==> src/rtl/wagen_pkg.sv <==
package wagen_pkg;

   typedef enum logic [1:0] {
      BPP_ONE   = 2'd0,
      BPP_TWO   = 2'd1,
      BPP_THREE = 2'd2,
      BPP_RSV   = 2'd3
   } bpp_code_e;

   function automatic logic [1:0] bpp_bytes(input logic [1:0] code);
      case (bpp_code_e'(code))
         BPP_TWO:   return 2'd2;
         BPP_THREE: return 2'd3;
         default:   return 2'd1;
      endcase
   endfunction

endpackage

==> src/rtl/wagen_setup.sv <==
module wagen_setup
   import wagen_pkg::*;
#(
   parameter int AW    = 32,
   parameter int DIM_W = 14,
   parameter int HI_W  = 10,
   parameter int LO_W  = 14,
   localparam int CNT_W = HI_W + LO_W
) (
   input  logic             mode_2d,
   input  logic [1:0]       bpp_code,
   input  logic [DIM_W-1:0] pic_w,
   input  logic [DIM_W-1:0] pic_h,
   input  logic [DIM_W-1:0] blk_w,
   input  logic [DIM_W-1:0] blk_h,
   input  logic [DIM_W-1:0] off_x,
   input  logic [DIM_W-1:0] off_y,
   input  logic [HI_W-1:0]  len_hi,
   input  logic [LO_W-1:0]  len_lo,
   input  logic [AW-1:0]    src_base,
   input  logic [AW-1:0]    dst_base,
   output logic [AW-1:0]    src_origin,
   output logic [AW-1:0]    dst_origin,
   output logic [AW-1:0]    src_stride,
   output logic [AW-1:0]    dst_stride,
   output logic [CNT_W-1:0] row_bytes,
   output logic [DIM_W-1:0] rows,
   output logic             empty
);

   logic [CNT_W-1:0] bpp_c;
   logic [AW-1:0]    bpp_a;
   logic [CNT_W-1:0] w_bytes;
   logic [CNT_W-1:0] lin_len;
   logic [AW-1:0]    win_off;
   logic             fits_x, fits_y, zero_2d;

   assign bpp_c   = CNT_W'(bpp_bytes(bpp_code));
   assign bpp_a   = AW'(bpp_bytes(bpp_code));
   assign w_bytes = CNT_W'(blk_w) * bpp_c;
   assign lin_len = {len_hi, len_lo};
   assign win_off = (AW'(off_y) * AW'(pic_w) + AW'(off_x)) * bpp_a;

   assign fits_x  = ({1'b0, off_x} + {1'b0, blk_w}) <= {1'b0, pic_w};
   assign fits_y  = ({1'b0, off_y} + {1'b0, blk_h}) <= {1'b0, pic_h};
   assign zero_2d = (blk_w == '0) || (blk_h == '0);

   always_comb begin
      src_origin = src_base;
      if (mode_2d) begin
         dst_origin = dst_base + win_off;
         src_stride = AW'(w_bytes);
         dst_stride = AW'(pic_w) * bpp_a;
         row_bytes  = w_bytes;
         rows       = blk_h;
         empty      = zero_2d || !fits_x || !fits_y;
      end else begin
         dst_origin = dst_base;
         src_stride = '0;
         dst_stride = '0;
         row_bytes  = lin_len;
         rows       = DIM_W'(1);
         empty      = (lin_len == '0);
      end
   end

endmodule

==> src/rtl/wagen_walker.sv <==
module wagen_walker #(
   parameter int AW    = 32,
   parameter int CNT_W = 24,
   parameter int ROW_W = 14
) (
   input  logic             clk,
   input  logic             rst_n,
   input  logic             load,
   input  logic [AW-1:0]    origin,
   input  logic [AW-1:0]    stride,
   input  logic [CNT_W-1:0] row_bytes,
   input  logic [ROW_W-1:0] rows,
   input  logic             ready,
   output logic             valid,
   output logic [AW-1:0]    addr
);

   logic             active;
   logic [AW-1:0]    cur, row_base, stride_q;
   logic [CNT_W-1:0] rowb_q, bcnt;
   logic [ROW_W-1:0] rows_q, rcnt;
   logic             row_end, last_row;

   assign row_end  = (bcnt == rowb_q - CNT_W'(1));
   assign last_row = (rcnt == rows_q - ROW_W'(1));

   always_ff @(posedge clk or negedge rst_n) begin
      if (!rst_n) begin
         active   <= 1'b0;
         cur      <= '0;
         row_base <= '0;
         stride_q <= '0;
         rowb_q   <= '0;
         rows_q   <= '0;
         bcnt     <= '0;
         rcnt     <= '0;
      end else if (load) begin
         active   <= 1'b1;
         cur      <= origin;
         row_base <= origin;
         stride_q <= stride;
         rowb_q   <= row_bytes;
         rows_q   <= rows;
         bcnt     <= '0;
         rcnt     <= '0;
      end else if (active && ready) begin
         if (row_end) begin
            if (last_row) begin
               active <= 1'b0;
            end else begin
               rcnt     <= rcnt + ROW_W'(1);
               bcnt     <= '0;
               row_base <= row_base + stride_q;
               cur      <= row_base + stride_q;
            end
         end else begin
            bcnt <= bcnt + CNT_W'(1);
            cur  <= cur + AW'(1);
         end
      end
   end

   assign valid = active;
   assign addr  = cur;

endmodule

==> src/rtl/win_dma_agen.sv <==
module win_dma_agen
   import wagen_pkg::*;
#(
   parameter int AW    = 32,
   parameter int DIM_W = 14,
   parameter int HI_W  = 10,
   parameter int LO_W  = 14
) (
   input  logic             clk,
   input  logic             rst_n,
   input  logic             start,
   input  logic             mode_2d,
   input  logic             eof_flag,
   input  logic [1:0]       bpp_code,
   input  logic [DIM_W-1:0] pic_w,
   input  logic [DIM_W-1:0] pic_h,
   input  logic [DIM_W-1:0] blk_w,
   input  logic [DIM_W-1:0] blk_h,
   input  logic [DIM_W-1:0] off_x,
   input  logic [DIM_W-1:0] off_y,
   input  logic [HI_W-1:0]  len_hi,
   input  logic [LO_W-1:0]  len_lo,
   input  logic [AW-1:0]    src_base,
   input  logic [AW-1:0]    dst_base,
   output logic             rd_valid,
   input  logic             rd_ready,
   output logic [AW-1:0]    rd_addr,
   output logic             wr_valid,
   input  logic             wr_ready,
   output logic [AW-1:0]    wr_addr,
   output logic             done,
   output logic             done_eof
);

   localparam int CNT_W  = HI_W + LO_W;
   localparam int NSIDE  = 2;
   localparam int SIDE_R = 0;
   localparam int SIDE_W = 1;

   if (LO_W != 14) begin : g_bad_lo
      $error("win_dma_agen: LO_W must be 14");
   end
   if (CNT_W < DIM_W + 2) begin : g_bad_cnt
      $error("win_dma_agen: HI_W+LO_W too narrow for a row of 3-byte pixels");
   end
   if (AW < 2 * DIM_W + 2 || AW < CNT_W + 1) begin : g_bad_aw
      $error("win_dma_agen: AW too narrow for the picture or linear length");
   end

   logic [AW-1:0]    src_origin, dst_origin, src_stride, dst_stride;
   logic [CNT_W-1:0] row_bytes;
   logic [DIM_W-1:0] rows;
   logic             empty;

   wagen_setup #(
      .AW(AW), .DIM_W(DIM_W), .HI_W(HI_W), .LO_W(LO_W)
   ) u_setup (
      .mode_2d   (mode_2d),
      .bpp_code  (bpp_code),
      .pic_w     (pic_w),
      .pic_h     (pic_h),
      .blk_w     (blk_w),
      .blk_h     (blk_h),
      .off_x     (off_x),
      .off_y     (off_y),
      .len_hi    (len_hi),
      .len_lo    (len_lo),
      .src_base  (src_base),
      .dst_base  (dst_base),
      .src_origin(src_origin),
      .dst_origin(dst_origin),
      .src_stride(src_stride),
      .dst_stride(dst_stride),
      .row_bytes (row_bytes),
      .rows      (rows),
      .empty     (empty)
   );

   logic          busy, eof_q, load;
   logic [AW-1:0] side_org [NSIDE];
   logic [AW-1:0] side_str [NSIDE];
   logic [AW-1:0] side_adr [NSIDE];
   logic          side_rdy [NSIDE];
   logic          side_vld [NSIDE];

   assign load = !busy && start && !empty;

   assign side_org[SIDE_R] = src_origin;
   assign side_org[SIDE_W] = dst_origin;
   assign side_str[SIDE_R] = src_stride;
   assign side_str[SIDE_W] = dst_stride;
   assign side_rdy[SIDE_R] = rd_ready;
   assign side_rdy[SIDE_W] = wr_ready;

   for (genvar s = 0; s < NSIDE; s++) begin : g_side
      wagen_walker #(
         .AW(AW), .CNT_W(CNT_W), .ROW_W(DIM_W)
      ) u_walk (
         .clk      (clk),
         .rst_n    (rst_n),
         .load     (load),
         .origin   (side_org[s]),
         .stride   (side_str[s]),
         .row_bytes(row_bytes),
         .rows     (rows),
         .ready    (side_rdy[s]),
         .valid    (side_vld[s]),
         .addr     (side_adr[s])
      );
   end

   assign rd_valid = side_vld[SIDE_R];
   assign rd_addr  = side_adr[SIDE_R];
   assign wr_valid = side_vld[SIDE_W];
   assign wr_addr  = side_adr[SIDE_W];

   always_ff @(posedge clk or negedge rst_n) begin
      if (!rst_n) begin
         busy  <= 1'b0;
         eof_q <= 1'b0;
      end else if (!busy && start) begin
         busy  <= 1'b1;
         eof_q <= eof_flag;
      end else if (done) begin
         busy  <= 1'b0;
      end
   end

   assign done     = busy && !side_vld[SIDE_R] && !side_vld[SIDE_W];
   assign done_eof = done && eof_q;

endmodule

==> config.mk <==
export PLATFORM = sky130hd
export DESIGN_NAME = win_dma_agen
export DESIGN_NICKNAME = d
export VERILOG_FILES = /design/src/rtl/wagen_pkg.sv /design/src/rtl/wagen_setup.sv /design/src/rtl/wagen_walker.sv /design/src/rtl/win_dma_agen.sv
export SDC_FILE = /design/constraint.sdc
export NUM_CORES = 2
export LEC_CHECK = 0
export BUFFER_PORTS_ARGS = -buffer_cell sky130_fd_sc_hd__buf_2
export CELL_PAD_IN_SITES_DETAIL_PLACEMENT = 1
export CELL_PAD_IN_SITES_GLOBAL_PLACEMENT = 2
export CORE_ASPECT_RATIO = 1.25
export CORE_MARGIN = 2
export CORE_UTILIZATION = 34
export CTS_BUF_LIST = sky130_fd_sc_hd__clkbuf_16
export DETAILED_ROUTE_END_ITERATION = 8
export PLACE_DENSITY_LB_ADDON = 0.12
export SYNTH_ARGS = -nofsm -noshare
export SYNTH_HDL_FRONTEND = slang
export SYNTH_SLANG_ARGS = --single-unit
==> constraint.sdc <==
create_clock -name clk -period 3.9 [get_ports clk]
set_input_delay 0.585 -clock clk [delete_from_list [all_inputs] [get_ports clk]]
set_output_delay 0.585 -clock clk [all_outputs]
set_load 0.005 [all_outputs]
==> impl_results.md <==
- Worst R2R End: g_side[0].u_walk.rcnt[11]$_DFFE_PN0P_
- Gate Count Post-Synth: about 4000
- Dominant cell type by area after synthesis: dfrtp_1
- Worst r2r src: g_side[0].u_walk.rowb_q[0]$_DFFE_PN0P_
- Drt first pass iters: 5
- Synth warn: 0
- CTS tree: built
- Antenna Nets Post-Route: 0
- GRT Residual Overflow: 0
- Ratio of cells with drive above 1 in the final layout: between 20% and 30%
- Crit Path Max Fanout: 5
- Critical path startpoint category: primary input
- Register area share after synthesis: 21.36%
- Library cells used by synthesis: 90
- Clock-pin transition on the worst setup and hold timing paths: ~0.06 ns
- Residual DRC count: 0
- Initial drt markers: ~1200
- Area Growth Syn to Fin: 36.37%
- Worst path slowest cell: fa_1
- Syn nets: 4595
- Main synth FF type: dfrtp_1
- Worst setup EP type: register
- Synth top area cells: dfrtp_1 21%, fa_1 12%, ha_1 9.6%
- CTS Sinks: 278
- Fin crit period: between 8 and 9 ns
- Hold Path Class: primary input to asynchronous set/reset pin
- Fin Hold WS: -0.02455 ns
- Vias per cell: about 5.3
- Setup TNS Final: -445.03 ns
- Hold Fails Final Rpt: 5
- CP most frequent cell: fa_1
- Initial antenna violation count: 9
- Via count: between 30000 and 40000
- Req. time, crit path: 4.38 ns
- Pin count of the biggest net entering global routing: 63
- Max Transition Viols Final: 0
- Share of the synthesized area in the top cell type: between 20% and 30%
- Fillcell total: around 11000
- Fmax: ~0.12 GHz
- Reg2Reg Setup Slack: -0.52 ns
- WP data arrival: between 8 and 9 ns
- HPWL after DPL: between 100000 and 150000 um
- Die Height: 350.0 um
- Ports: 249
- Met1 Wirelength: 51610 um
- Multi-input gate area: roughly 26000 um^2
- Post-synth EDFFs: 0
- Initial Utilization: 34.37%
- Critical path type: primary input to register
- Met2 WL: ~71000 um
- WL met3: 2719 um
- Mapped Area: around 33000 um^2
- Status: finished with violations
- Worst path max stage delay: 0.54 ns
- Async set-reset flop share out of synthesis: 100.0%
- FF+latch count, synth: between 200 and 300
- Full die area: 98280 um^2
- Beginning of the critical path: pic_w[4]
- First-pass GRT wire length: around 200000 um
- RSZ-0062 raised after global routing: yes
- Tcrit/Tclk final: 211.8%
- Placer Congestion: between 0.8 and 0.9
- Top routing layer in use: met5
- FF-to-FF path depth: 14
- Register area: about 7000 um^2
- Final net count: 5444
- Clock latency at the later pin of the worst-skew pair: ~0.55 ns
- Max-Cap Viols: 0
- Final worst slack: -4.362 ns
- Rows: 126
- Core region area: approximately 95000 um^2
- Final WL: roughly 130000 um
- Measured slew at the worst slew-check pin: 1.051 ns
- Post-synthesis area per instance: around 8 um^2
- DR WL/cell: ~22 um
- Root Buffer: clkbuf_16
- Tot GR Track Use: a little over a quarter
- Clk buf depth: 3
- Failing checks: negative hold slack, negative setup slack
- Die Wd: approximately 280 um
- Slew headroom: about 28%
- Vias in the first global route: approximately 35000
- Worst Clk Skew: approximately 0.022 ns
- IO Port Bufs: roughly 250
- Total CTS buffers: 34
- Final setup fails: about 280
- Max H-tree Level: 2
-- flip-flops by register name (all words and copies together), names as in the netlist --
| register | flops |
|---|---|
| g_side.u_walk.addr | 64 |
| g_side.u_walk.stride_q | 32 |
| g_side.u_walk.bcnt | 48 |
| g_side.u_walk.rows_q | 14 |
| g_side.u_walk.valid | 2 |
| busy | 1 |
| eof_q | 1 |
| g_side.u_walk.row_base | 64 |
| g_side.u_walk.rcnt | 28 |
| g_side.u_walk.rowb_q | 24 |
-- worst max-delay path, delay by kind of cell --
kind | cells | cell delay [ns]
buffers and inverters | 10 | 0.99
AO/OA/AOI/OAI | 14 | 2.63
XOR/XNOR | 2 | 0.26
AND/OR/NAND/NOR | 4 | 0.57
adder cells (fa/ha/maj) | 9 | 3.68
-- kinds of logic (layout without fill, tap and decap cells) --
logic type               Yosys count  count (layout)  synth area share (%)
flip-flops                       278             278                 21.36
multiplexers                      68              68                 2.148
buffers and inverters            568            1434                 6.767
XOR/XNOR                         295             295                 8.104
AND/OR/NAND/NOR                 1400            1400                 21.61
adder cells (fa/ha/maj)          442             442                 21.39
AO/OA/AOI/OAI                    921             921                 18.62
other                              0               3                     0
-- Yosys cell counts, drive strengths merged, types with 43 or more instances --
| library cell | number |
|---|---|
| a21o | 79 |
| a21oi | 218 |
| a31oi | 47 |
| and2 | 137 |
| and3 | 56 |
| clkbuf | 149 |
| dfrtp | 278 |
| fa | 191 |
| ha | 251 |
| inv | 376 |
| mux2i | 53 |
| nand2 | 385 |
| nand2b | 68 |
| nand3 | 107 |
| nand4 | 43 |
| nor2 | 286 |
| nor2b | 52 |
| nor3 | 88 |
| o211ai | 43 |
| o21ai | 198 |
| or3 | 45 |
| xnor2 | 206 |
| xor2 | 85 |
-- placed cells by master (no fill, tap or decap), drive strengths merged, types with 22 or more instances in the layout --
cell    instances
a211oi         38
a21o           79
a21oi         218
a22o           40
a31oi          47
and2          137
and3           56
buf           999
clkbuf         40
dfrtp         278
fa            191
ha            251
inv           384
mux2i          53
nand2         385
nand2b         68
nand3         107
nand4          43
nor2          286
nor2b          52
nor3           88
nor4           42
o211ai         43
o21a           28
o21ai         198
o22ai          23
o31ai          29
or3            45
or4            22
xnor2         206
xor2           85
-- worst max-delay path by stage --
stage	endpoint	slack, ns	depth (start not counted)
final	g_side[1].u_walk.addr[25]$_DFFE_PN0P_	-4.36	39
after global routing	g_side[1].u_walk.addr[25]$_DFFE_PN0P_	-4.75	39
after CTS	g_side[1].u_walk.addr[27]$_DFFE_PN0P_	-4.41	38
after detailed placement	g_side[1].u_walk.addr[28]$_DFFE_PN0P_	-5.31	35
after global placement	g_side[1].u_walk.addr[28]$_DFFE_PN0P_	-5.17	35
after floorplan	g_side[1].u_walk.addr[28]$_DFFE_PN0P_	-4.39	37
-- stage by stage --
step | instance area [um^2] | worst slack [ns] | util (%) | std cells
2_1_floorplan | 34190 | -4.388 | - | 3972
3_3_place_gp | 41350 | -5.175 | 43.64 | 6021
3_5_place_dp | 41350 | -5.314 | 43.64 | 6021
4_1_cts | 42840 | -4.406 | 45.21 | 6080
5_1_grt | 44400 | -4.753 | 46.86 | 6120
6_report | 44400 | -4.362 | 46.86 | 6121
-- what timing repair did --
item | CTS | global route
gates resized for setup | 101 | 256
setup endpoints to repair | 276 | 276
pin swaps | 76 | 126
setup buffers | 7 | 40
gates cloned | 0 | 4
hold buffers | 0 | 0
-- metal layers --
layer,track usage (%),vias up
met5,0,-
met4,11.61,4
met3,1.556,236
met2,50.77,471
met1,29.06,16191
li1,-,15466
-- layout make-up --
type                    instances  area share, %
clock buffers                  35          1.972
diodes                          3        0.01691
repair buffers               1004          17.68
flip-flops and latches        278          15.67
well taps                    1280          3.607
multi-input cells            3126          57.68
inverters                     377          3.187
clock inverters                18         0.1944
Power is not shown: default switching activity piles up to over one toggle a cycle in this logic, so the estimate is an artifact.
